===== config.mk =====
export PLATFORM = sky130hd
export DESIGN_NAME = orbit_mark_fanout
export DESIGN_NICKNAME = d
export VERILOG_FILES = /design/src/rtl/omf_pkg.sv /design/src/rtl/omf_src_sel.sv /design/src/rtl/omf_delay_line.sv /design/src/rtl/omf_fanout.sv /design/src/rtl/orbit_mark_fanout.sv
export SDC_FILE = /design/constraint.sdc
export NUM_CORES = 1
export LEC_CHECK = 0
export BUFFER_PORTS_ARGS = -buffer_cell sky130_fd_sc_hd__buf_2
export CAP_MARGIN = 25
export CORE_MARGIN = 2
export CORE_UTILIZATION = 26
export CTS_BUF_LIST = sky130_fd_sc_hd__clkbuf_8
export CTS_CLUSTER_SIZE = 8
export DETAILED_ROUTE_END_ITERATION = 10
export SETUP_SLACK_MARGIN = 0.3
export SYNTH_ARGS = -nofsm -noshare
export SYNTH_HDL_FRONTEND = slang
export SYNTH_SLANG_ARGS = --single-unit

===== constraint.sdc =====
create_clock -name clk -period 3.7 [get_ports clk]
set_clock_uncertainty 0.2 [all_clocks]
set_input_delay 0.185 -clock clk [delete_from_list [all_inputs] [get_ports clk]]
set_output_delay 0.185 -clock clk [all_outputs]
set_load 0.01 [all_outputs]

===== src/rtl/omf_pkg.sv =====
package omf_pkg;
  typedef enum logic [1:0] {
    SRC_TTC = 2'd0,
    SRC_EXT = 2'd1,
    SRC_INT = 2'd2,
    SRC_OFF = 2'd3
  } src_e;

  localparam logic [1:0] ADDR_MODE  = 2'd0;
  localparam logic [1:0] ADDR_DELAY = 2'd1;
  localparam logic [1:0] ADDR_CODE  = 2'd2;
endpackage


===== src/rtl/omf_src_sel.sv =====
module omf_src_sel
  import omf_pkg::*;
#(
  parameter int CMD_W     = 8,
  parameter int ORBIT_LEN = 3564
) (
  input  logic             clk,
  input  logic             rst_n,
  input  logic             ce,
  input  logic             flush,
  input  src_e             mode,
  input  logic [CMD_W-1:0] code,
  input  logic             ttc_strobe,
  input  logic [CMD_W-1:0] ttc_cmd,
  input  logic             ext_bc0,
  output logic             sel_o
);
  localparam int CNT_W = $clog2(ORBIT_LEN);
  localparam logic [CNT_W-1:0] LAST = CNT_W'(ORBIT_LEN - 1);

  logic [CNT_W-1:0] orbit_q, orbit_nxt;
  logic             ext_prev_q, ext_prev_nxt;
  logic             sel_q, sel_nxt;
  logic             raw_ttc, raw_ext, raw_int, raw;

  // free-running orbit counter, independent of mode and flush
  always_comb begin
    orbit_nxt = orbit_q;
    if (ce) orbit_nxt = (orbit_q == LAST) ? '0 : orbit_q + 1'b1;
  end

  assign raw_ttc = ttc_strobe && (ttc_cmd == code);
  assign raw_ext = ext_bc0 && !ext_prev_q;
  assign raw_int = (orbit_q == LAST);

  always_comb begin
    unique case (mode)
      SRC_TTC: raw = raw_ttc;
      SRC_EXT: raw = raw_ext;
      SRC_INT: raw = raw_int;
      default: raw = 1'b0;
    endcase
  end

  always_comb begin
    ext_prev_nxt = ext_prev_q;
    sel_nxt      = sel_q;
    if (ce) ext_prev_nxt = ext_bc0;
    if (flush)   sel_nxt = 1'b0;
    else if (ce) sel_nxt = raw;
  end

  always_ff @(posedge clk or negedge rst_n) begin
    if (!rst_n) begin
      orbit_q    <= '0;
      ext_prev_q <= 1'b0;
      sel_q      <= 1'b0;
    end else begin
      orbit_q    <= orbit_nxt;
      ext_prev_q <= ext_prev_nxt;
      sel_q      <= sel_nxt;
    end
  end

  assign sel_o = sel_q;
endmodule


===== src/rtl/omf_delay_line.sv =====
module omf_delay_line #(
  parameter int MAX_DLY = 64
) (
  input  logic                       clk,
  input  logic                       rst_n,
  input  logic                       ce,
  input  logic                       flush,
  input  logic                       din,
  input  logic [$clog2(MAX_DLY)-1:0] dly,
  output logic                       dout
);
  localparam int STAGES = MAX_DLY - 1;

  logic [STAGES-1:0]  line_q;
  logic [MAX_DLY-1:0] taps;

  for (genvar i = 0; i < STAGES; i++) begin : g_stage
    logic stage_in, stage_nxt;
    if (i == 0) begin : g_head
      assign stage_in = din;
    end else begin : g_body
      assign stage_in = line_q[i-1];
    end

    always_comb begin
      stage_nxt = line_q[i];
      if (flush)   stage_nxt = 1'b0;
      else if (ce) stage_nxt = stage_in;
    end

    always_ff @(posedge clk or negedge rst_n) begin
      if (!rst_n) line_q[i] <= 1'b0;
      else        line_q[i] <= stage_nxt;
    end
  end

  // tap 0 is the undelayed input, tap n is stage n-1
  assign taps = {line_q, din};
  assign dout = taps[dly];
endmodule


===== src/rtl/omf_fanout.sv =====
module omf_fanout #(
  parameter int NUM_OUT = 18
) (
  input  logic               clk,
  input  logic               rst_n,
  input  logic               ce,
  input  logic               flush,
  input  logic               din,
  output logic [NUM_OUT-1:0] q
);
  for (genvar j = 0; j < NUM_OUT; j++) begin : g_out
    logic nxt;
    always_comb begin
      nxt = q[j];
      if (flush)   nxt = 1'b0;
      else if (ce) nxt = din;
    end
    always_ff @(posedge clk or negedge rst_n) begin
      if (!rst_n) q[j] <= 1'b0;
      else        q[j] <= nxt;
    end
  end
endmodule


===== src/rtl/orbit_mark_fanout.sv =====
module orbit_mark_fanout
  import omf_pkg::*;
#(
  parameter int              NUM_OUT   = 18,
  parameter int              CMD_W     = 8,
  parameter int              MAX_DLY   = 64,
  parameter int              ORBIT_LEN = 3564,
  parameter int              CLK_DIV   = 2,
  parameter logic [CMD_W-1:0] DEF_CODE = 8'h01
) (
  input  logic               clk,
  input  logic               rst_n,
  input  logic               cfg_we,
  input  logic [1:0]         cfg_addr,
  input  logic [CMD_W-1:0]   cfg_wdata,
  input  logic               ttc_strobe,
  input  logic [CMD_W-1:0]   ttc_cmd,
  input  logic               ext_bc0,
  output logic               bx_ce,
  output logic [NUM_OUT-1:0] bc0_out
);
  localparam int DLY_W = $clog2(MAX_DLY);

  src_e             mode_q, mode_nxt;
  logic [DLY_W-1:0] dly_q, dly_nxt;
  logic [CMD_W-1:0] code_q, code_nxt;
  logic             flush, sel, tapped;

  // bunch-clock enable
  if (CLK_DIV == 1) begin : g_ce_full
    assign bx_ce = 1'b1;
  end else begin : g_ce_div
    localparam int PH_W = $clog2(CLK_DIV);
    localparam logic [PH_W-1:0] PH_LAST = PH_W'(CLK_DIV - 1);
    logic [PH_W-1:0] ph_q, ph_nxt;
    always_comb ph_nxt = (ph_q == PH_LAST) ? '0 : ph_q + 1'b1;
    always_ff @(posedge clk or negedge rst_n) begin
      if (!rst_n) ph_q <= '0;
      else        ph_q <= ph_nxt;
    end
    assign bx_ce = (ph_q == PH_LAST);
  end

  // configuration registers
  always_comb begin
    mode_nxt = mode_q;
    dly_nxt  = dly_q;
    code_nxt = code_q;
    if (cfg_we) begin
      unique case (cfg_addr)
        ADDR_MODE:  mode_nxt = src_e'(cfg_wdata[1:0]);
        ADDR_DELAY: dly_nxt  = cfg_wdata[DLY_W-1:0];
        ADDR_CODE:  code_nxt = cfg_wdata;
        default: ;
      endcase
    end
  end

  always_ff @(posedge clk or negedge rst_n) begin
    if (!rst_n) begin
      mode_q <= SRC_TTC;
      dly_q  <= '0;
      code_q <= DEF_CODE;
    end else begin
      mode_q <= mode_nxt;
      dly_q  <= dly_nxt;
      code_q <= code_nxt;
    end
  end

  assign flush = cfg_we && (cfg_addr == ADDR_MODE || cfg_addr == ADDR_DELAY);

  omf_src_sel #(.CMD_W(CMD_W), .ORBIT_LEN(ORBIT_LEN)) u_src (
    .clk(clk), .rst_n(rst_n), .ce(bx_ce), .flush(flush), .mode(mode_q),
    .code(code_q), .ttc_strobe(ttc_strobe), .ttc_cmd(ttc_cmd),
    .ext_bc0(ext_bc0), .sel_o(sel)
  );

  omf_delay_line #(.MAX_DLY(MAX_DLY)) u_dly (
    .clk(clk), .rst_n(rst_n), .ce(bx_ce), .flush(flush), .din(sel),
    .dly(dly_q), .dout(tapped)
  );

  omf_fanout #(.NUM_OUT(NUM_OUT)) u_fan (
    .clk(clk), .rst_n(rst_n), .ce(bx_ce), .flush(flush), .din(tapped),
    .q(bc0_out)
  );
endmodule


# Yosys cells after proc, flatten, opt, wreduce, memory -nomap -nowiden
# Index checks and enable logic that the tools add are counted.
[classes]
muxes = 135
n_reduce_logical = 11
magnitude_cmp = 1
add_sub_neg = 2
eq_ne = 6
[ops]
columns = ["cell", "count"]
rows = [
  ["$mux 1", 132],
  ["$add 12x1->12 const B", 1],
  ["$eq 12x12->1 const B", 1],
  ["$mux 12", 1],
  ["$eq 8x8->1", 1],
  ["$lt 6x7->1 const B", 1],
  ["$bmux 1 s6", 1],
  ["$reduce_and 2->1", 3],
  ["$eq 2x1->1 const B", 2],
  ["$eq 2x2->1 const B", 2],
  ["$logic_not 2->1", 2],
  ["$logic_and 1x1->1", 3],
  ["$pmux 1 s3", 1],
  ["$reduce_bool 2->1", 1],
  ["$add 1x1->1 const B", 1],
  ["$logic_not 1->1", 1],
  ["$logic_or 1x1->1", 1],
]
[totals]
output_inout_bits = 19
reg_bits = 95
elab_cells = 226
inputBits = 23

# Longest topological paths before layout
# Gate-level depths: netlist (run 1).
[logic_depth]
word_depth = 5
ltp_mapped = 7
mapped_depth_nobuf = 6

# Cells and area by module
# Synthesis (run 1) repeated with hierarchy kept, for this count alone.
[unflattened]
cells_unflattened = 388
hier_area_um2 = 4722.0
[modules_own_cells]
columns = ["module", "area_per_inst_um2", "n_inst", "seq_area_each_um2", "cells_per_inst"]
rows = [
  ["omf_delay_line", 3054.2, 1, 1576.5, 245],
  ["omf_src_sel", 823.3, 1, 350.3, 85],
  ["orbit_mark_fanout", 678.2, 1, 426.7, 38],
  ["omf_fanout", 166.4, 1, 25.0, 20],
]

# Worst setup path after synthesis (run 1)
# OpenSTA, ideal clock, no wires.
[synth_timing]
kind = "flip-flop to flip-flop"
startpoint = "register dly_q[0]"
endpoint = "register u_fan.q[11]"
path_stages_with_launch = 7
setup_ps = 131
arrival_ps = 1426
required_time_ps = 3369
path_buffers = 1
path_slack_ps = 1943
period_less_slack_ps = 1757
cell_sequence = "dfrtp_1 -> buf_6 -> mux4_1 -> mux2i_1 -> a211oi_1 -> a31oi_1 -> o2bb2ai_1"
[synth_via]
elab_chain_len = 4
[synth_rtl]
columns = ["item", "line_no", "text"]
rows = [
  ["from (decl)", "orbit_mark_fanout.sv:25", "logic [DLY_W-1:0] dly_q, dly_nxt;"],
  ["from (signal assigned)", "orbit_mark_fanout.sv:66", "dly_q <= dly_nxt;"],
  ["$bmux 1 s6", "omf_delay_line.sv:39", "assign dout = taps[dly];"],
  ["$mux 1 (implied by the code)", "omf_delay_line.sv:39", ""],
  ["$mux 1", "omf_fanout.sv:16", "else if (ce) nxt = din;"],
  ["$mux 1", "omf_fanout.sv:15", "if (flush) nxt = 1'b0;"],
  ["to (signal, indexed assignment)", "omf_fanout.sv:20", "else q[j] <= nxt;"],
  ["to (decl)", "omf_fanout.sv:9", "output logic [NUM_OUT-1:0] q"],
]
# Every way passes these cells. The select of a mux whose other input is x is not followed.
# A chain may end at the register's enable or synchronous reset.

# Worst setup path after layout (run 1)
[layout_timing]
startpoint = "register g_ce_div.ph_q (netlist: bx_ce)"
endpoint = "register u_dly.line_q[32] (netlist: u_dly.g_stage[33].stage_in)"
[layout_via]
elab_chain_len = 1
[layout_rtl]
columns = ["item", "line_no", "text"]
rows = [
  ["from (decl)", "orbit_mark_fanout.sv:35", "logic [PH_W-1:0] ph_q, ph_nxt;"],
  ["from (signal assigned)", "orbit_mark_fanout.sv:39", "else ph_q <= ph_nxt;"],
  ["$reduce_bool 2->1 (no source line)", "-", ""],
  ["to (signal, indexed assignment)", "omf_delay_line.sv:33", "else line_q[i] <= stage_nxt;"],
  ["to (decl)", "omf_delay_line.sv:14", "logic [STAGES-1:0] line_q;"],
]
# Every way passes these cells.

==> impl_metrics.env, run 1 <==
export IMPL_rows=47
export IMPL_core_area_sq_um=16500
export IMPL_antenna_cells=0
export IMPL_p_leak_nw=2.31
export IMPL_dp_hpwl_um=5530
export IMPL_async_reset_ff_share_pct=100
export IMPL_netlist_area_leader_share_pct=53.6
export IMPL_ys_top_cells_by_count="dfrtp_1 (94), a22o_1 (63), buf_4 (17), mux2_2 (17), nand2_1 (15)"
export IMPL_ir_worst_vdd_v=0.000158
export IMPL_dieArea_sq_um=17900
export IMPL_outcome="finished, final reports clean"
export IMPL_cts_tree="yes"
export IMPL_drive_gt1_share_pct=21.5
export IMPL_yosysMostFrequentCell="dfrtp_1"
export IMPL_highest_layer="met4"
export IMPL_drc_errors=0
export IMPL_slew_headroom_pct=41.0
export IMPL_fin_area_sq_um=4940
export IMPL_grt_pass1_vias=2866
export IMPL_post_cts_buffers=0
export IMPL_hold_class="primary input to register"
export IMPL_tns_ns=0
export IMPL_place_area_sq_um=4670
export IMPL_ioPinCount=42
export IMPL_syn_area_sq_um=4390
export IMPL_crit_path_max_incr_delay_ns=0.65
export IMPL_finalHoldViolCount=0
export IMPL_placed_cells=562
export IMPL_cp_start_kind="register"
export IMPL_gp_congestion=0.789
export IMPL_overflow=0
export IMPL_crit_type="register to register"
export IMPL_area_growth_pct=12.6
export IMPL_cts_resized=0
export IMPL_slew_violations=0
export IMPL_die_h_um=134
export IMPL_cts_htree_levels=3
export IMPL_yosysTopAreaCell="dfrtp_1"
export IMPL_finalNetCount=387
export IMPL_drt_initial_drc_count=221
export IMPL_ys_seq_area_share_pct=54.2
export IMPL_port_buffers=41
export IMPL_setup_violations=0
export IMPL_fill_cells=1659
export IMPL_rsz0062_at_grt="no"
export IMPL_dr_total_vias=2814
export IMPL_finalPower_mw=2.02
export IMPL_antenna_left=0
export IMPL_routed_via_density=4.79
export IMPL_crit_buf_inv=2
export IMPL_cp_cell_sequence="inv_1 > nor2_4 > buf_4 > a22o_1"
export IMPL_syn_inst=337
export IMPL_synth_seq_cells=95
export IMPL_numCtsBuffers=9
export IMPL_syn_area_per_cell_sq_um=13.0
export IMPL_root_buffer="clkbuf_8"
export IMPL_cp_required_ns=3.80
export IMPL_cts_max_path_buffers=2
export IMPL_post_drt_wl_per_cell_um=14.6
export IMPL_period_share_pct=64.9
export IMPL_p_per_area_nw_per_um2=408
export IMPL_synth_edf_count=0
export IMPL_tightest_slew_ns=0.877
export IMPL_initial_core_util_pct=26.6
export IMPL_totalWireLength_um=8580
export IMPL_met3_length_um=299
export IMPL_cts_sinks=95
export IMPL_synth_area_leaders="dfrtp_1 (54%), a22o_1 (13%), mux4_1 (6.0%), mux2_2 (4.4%), buf_4 (2.9%)"
export IMPL_synth_distinct_cells=43
export IMPL_grt_pass1_wl_um=14500
export IMPL_wl_met2_um=4050
export IMPL_worstPathArrival_ns=2.50
export IMPL_clk_insertion_delay_late_ns=0.36
export IMPL_finalCriticalPeriod_ns=2.40
export IMPL_seq_area_sq_um=2380
export IMPL_drv_cap=0
export IMPL_dieWidth_um=134
export IMPL_grt_max_degree=63
export IMPL_ys_flop_type="dfrtp_1"
export IMPL_worst_path_max_fanout=34
export IMPL_worstSetupEndpointType="register"
export IMPL_ys_warn_count=0
export IMPL_grt_util_all_layers_pct=10.0
export IMPL_slowest_stage="nor2_4"
export IMPL_met1_length_um=4110
export IMPL_max_clock_freq_mhz=416
export IMPL_drt_first_pass_iters=5
export IMPL_clk_pin_slew_ns=0.08
export IMPL_multi_input_area_sq_um=1770
export IMPL_fin_cells=588
export IMPL_path_delay_family="buffers and inverters"
export IMPL_grt_antenna_before_repair=0
export IMPL_synth_nets=361
## per-stage QoR
stage | utilization [%] | setup slack, ns | hold slack (ns)
6_report | 29.9 | 1.30 | 0.0302
5_1_grt | 29.9 | 1.09 | 0.0258
4_1_cts | 29.9 | 1.26 | 0.00645
3_5_place_dp | 28.3 | 1.29 | 0.107
3_3_place_gp | 28.3 | 1.31 | 0.105
2_1_floorplan | - | 1.94 | -0.311
## report_power, final
part / internal, mW / switching (mW)
registers: 1.08 / 0.0857
logic: 0.137 / 0.112
clock network: 0.271 / 0.332
total: 1.49 / 0.529
## layer usage
metal,vias up,GRT usage [%]
li1,1312,-
met1,1442,13.7
met2,49,15.4
met3,11,2.91
met4,0,2.96
met5,-,0
## worst min-delay path, cell delays in order
cell and delay (ns):
buf_2 0.10, nor2_1 0.06, mux2_2 0.21
## cell type report
class | count | share of cell area, %
sequential | 95 | 48.1
clock inverter | 5 | 0.405
clock buffer | 11 | 3.06
timing repair buffer | 54 | 6.68
tap | 220 | 5.57
multi-input combinational | 198 | 35.8
inverter | 5 | 0.380
## flip-flops by register name (all words and copies together), names as in the netlist
| name | cells |
|---|---|
| u_dly.g_stage.stage_in | 62 |
| dly_q | 6 |
| mode_q | 2 |
| u_src.ext_prev_q | 1 |
| u_fan.q | 1 |
| u_dly.line_q | 1 |
| u_src.orbit_q | 12 |
| code_q | 8 |
| bx_ce | 1 |
| u_src.sel_o | 1 |
## final timing paths
check	from	endpoint	slack [ns]	cells past startpoint
setup / recovery	bx_ce$_DFF_PN0_	u_dly.g_stage[33].stage_in$_DFFE_PN0P_	1.30	4
hold / removal	cfg_addr[0]	mode_q[0]$_DFFE_PN0P_	0.03	3
setup reg to reg	bx_ce$_DFF_PN0_	u_dly.g_stage[33].stage_in$_DFFE_PN0P_	1.30	4
hold reg to reg	u_dly.line_q[62]$_DFFE_PN0P_	u_dly.line_q[62]$_DFFE_PN0P_	0.32	1
max in group asynchronous	rst_n	u_dly.g_stage[9].stage_in$_DFFE_PN0P_	2.15	3
min in group asynchronous	rst_n	u_dly.g_stage[57].stage_in$_DFFE_PN0P_	0.24	2
## cells by family (layout without fill, tap and decap cells)
family	count (synthesis)	count (layout)	synth area share (%)
flops	95	95	54.2
compound gates	84	84	15.9
simple gates	60	60	7.12
buf+inv	44	75	5.90
mux	37	37	13.5
xor+xnor	16	16	3.19
fa+ha+maj	1	1	0.285
## cells in the final DEF (no fill, tap or decap), drive strengths merged, types with 7 or more instances in the layout
cell type and n:
dfrtp 94, a22o 63, buf 44, mux2 17, nand2 15, mux4 13, clkbuf 11, nor2 11
dlygate4sd3 10, inv 9, xor2 9, nor3 7, xnor2 7, mux2i 7
## repair_timing
action                                  CTS  global route
endpoints found under the setup margin    0             0
hold buffers                             10             0
hold endpoints to repair                 77             0
Note: power is estimated with default switching activity, not from simulation.
==> run 2: changes to the inputs <==
==> constraint.sdc (replaced) <==
create_clock -name clk -period 2.08 [get_ports clk]
set_clock_uncertainty 0.2 [all_clocks]
set_input_delay 0.104 -clock clk [delete_from_list [all_inputs] [get_ports clk]]
set_output_delay 0.104 -clock clk [all_outputs]
set_load 0.01 [all_outputs]
==> run 2 against run 1 <==
- first-iteration DRC count up 19%
- sequential power rose by 73%
- worst setup slack got worse by 1.1 ns
- critical path depth is 2 higher
- critical path type unchanged
- register-to-register slack got worse by 1.1 ns
- flip-flop and latch count is the same
- total power rose by 100%
==> impl_metrics.env, run 2 (synthesis gave the netlist of run 1 again) <==
export IMPL_outcome="finished, final reports clean"
export IMPL_ir_worst_vdd_v=0.000300
export IMPL_die_h_um=134
export IMPL_tightest_slew_ns=0.523
export IMPL_post_drt_wl_per_cell_um=15.3
export IMPL_worstPathArrival_ns=1.97
export IMPL_p_leak_nw=2.40
export IMPL_grt_pass1_wl_um=15400
export IMPL_drv_cap=0
export IMPL_port_buffers=41
export IMPL_routed_via_density=4.93
export IMPL_cp_start_kind="register"
export IMPL_slew_violations=0
export IMPL_pre_cts_slack_ns=0.122
export IMPL_finalNetCount=406
export IMPL_initial_core_util_pct=26.6
export IMPL_gp_congestion=0.765
export IMPL_period_share_pct=92.8
export IMPL_finalHoldViolCount=0
export IMPL_dr_total_vias=2992
export IMPL_grt_util_all_layers_pct=10.6
export IMPL_antenna_cells=0
export IMPL_clk_insertion_delay_late_ns=0.37
export IMPL_hold_slack_ns=0.0563
export IMPL_area_growth_pct=19.4
export IMPL_drc_errors=0
export IMPL_cts_max_path_buffers=2
export IMPL_worst_path_max_fanout=6
export IMPL_drive_gt1_share_pct=29.2
export IMPL_overflow=0
export IMPL_p_per_area_nw_per_um2=781
export IMPL_totalWireLength_um=9280
export IMPL_max_clock_freq_mhz=518
export IMPL_drt_initial_drc_count=262
export IMPL_dp_hpwl_um=6210
export IMPL_ioPinCount=42
export IMPL_drt_first_pass_iters=4
export IMPL_finalPower_mw=4.10
export IMPL_cts_htree_levels=3
export IMPL_dieArea_sq_um=17900
export IMPL_largest_reg_flops=62
export IMPL_grt_antenna_before_repair=0
export IMPL_clk_pin_slew_ns=0.09
export IMPL_dieWidth_um=134
export IMPL_core_area_sq_um=16500
export IMPL_setup_ws_ns=0.150
export IMPL_antenna_left=0
export IMPL_setup_violations=0
export IMPL_grt_max_degree=41
export IMPL_slew_headroom_pct=65.1
export IMPL_rsz0062_at_grt="yes"
export IMPL_mostFrequentLayoutCell="dfrtp_1"
export IMPL_root_buffer="clkbuf_8"
export IMPL_mostFrequentLayoutCells="dfrtp_1 (93), a22o_1 (63), buf_2 (40)"
export IMPL_worstSetupEndpointType="register"
export IMPL_cts_sinks=95
export IMPL_hold_class="primary input to register"
export IMPL_cts_tree="yes"
export IMPL_finalCriticalPeriod_ns=1.93
export IMPL_cp_required_ns=2.12
export IMPL_rows=47
export IMPL_numCtsBuffers=9
export IMPL_tns_ns=0
export IMPL_crit_type="register to register"
export IMPL_grt_pass1_vias=2931
## run 2: cell count changes in the layout (fill, tap and decap cells not counted), moves of 2 or more
cell and change:
buf_4 +10, buf_12 +6, mux4_1 -6, mux4_2 +6, inv_1 -4, bufinv_16 +3, buf_6 +2, nor3_1 -2
nor3_2 +2
## run 2: critical path: stages (launching register included)
cell	delay (ns)
dfrtp_1	0.43
buf_12	0.15
mux4_2	0.51
mux2i_1	0.14
a211oi_1	0.08
a31oi_1	0.19
o2bb2ai_1	0.10
## run 2: where the power goes
group          internal, mW  leakage, nW  switching, mW
Combinational         0.311         1.01          0.284
Clock                 0.827        0.122          0.659
Sequential             1.92         1.27         0.0944
Total                  3.06         2.40           1.04
## run 2: final cells by class
class / instances / area (sq um)
clock buffer: 10 / 138
tap: 220 / 275
fill: 1631 / 11300
inverter: 5 / 18.8
multi-input combinational: 198 / 1770
clock inverter: 6 / 108
timing repair buffer: 73 / 558
sequential: 95 / 2380
## run 2: metrics by stage
step,area (sq um),utilization (%),std cells
5_1_grt,5250,31.7,607
6_report,5250,31.7,607
3_3_place_gp,4840,29.3,575
4_1_cts,5210,31.5,603
3_5_place_dp,4840,29.3,575
2_1_floorplan,4390,-,337
## run 2: path summary, 6_finish.rpt
kind / cells after the start / endpoint / from / slack [ns]
min in group asynchronous: 2 / u_dly.g_stage[61].stage_in$_DFFE_PN0P_ / rst_n / 0.07
worst min register to register: 1 / u_dly.line_q[62]$_DFFE_PN0P_ / u_dly.line_q[62]$_DFFE_PN0P_ / 0.31
max in group asynchronous: 3 / u_dly.g_stage[13].stage_in$_DFFE_PN0P_ / rst_n / 0.95
worst max-delay path: 6 / u_fan.q[11]$_DFFE_PN0P_ / dly_q[0]$_DFFE_PN0P_ / 0.15
worst min-delay path: 4 / mode_q[1]$_DFFE_PN0P_ / cfg_we / 0.06
worst max register to register: 6 / u_fan.q[11]$_DFFE_PN0P_ / dly_q[0]$_DFFE_PN0P_ / 0.15
## run 2: routing by layer
| metal | vias up | GRT usage (%) | routed length (um) |
|---|---|---|---|
| met5 | - | 0 | 0 |
| met4 | 0 | 3.43 | 129 |
| met3 | 14 | 2.80 | 357 |
| met2 | 68 | 16.4 | 4420 |
| met1 | 1560 | 14.7 | 4370 |
| li1 | 1350 | - | - |
## run 2: repair_timing
action,in CTS,in global routing
hold buffers,11,0
pin swaps,4,6
gates cloned,0,0
gates resized for setup,11,5
endpoints found under the hold margin,111,0
endpoints found under the setup margin,29,38
setup buffers,1,4
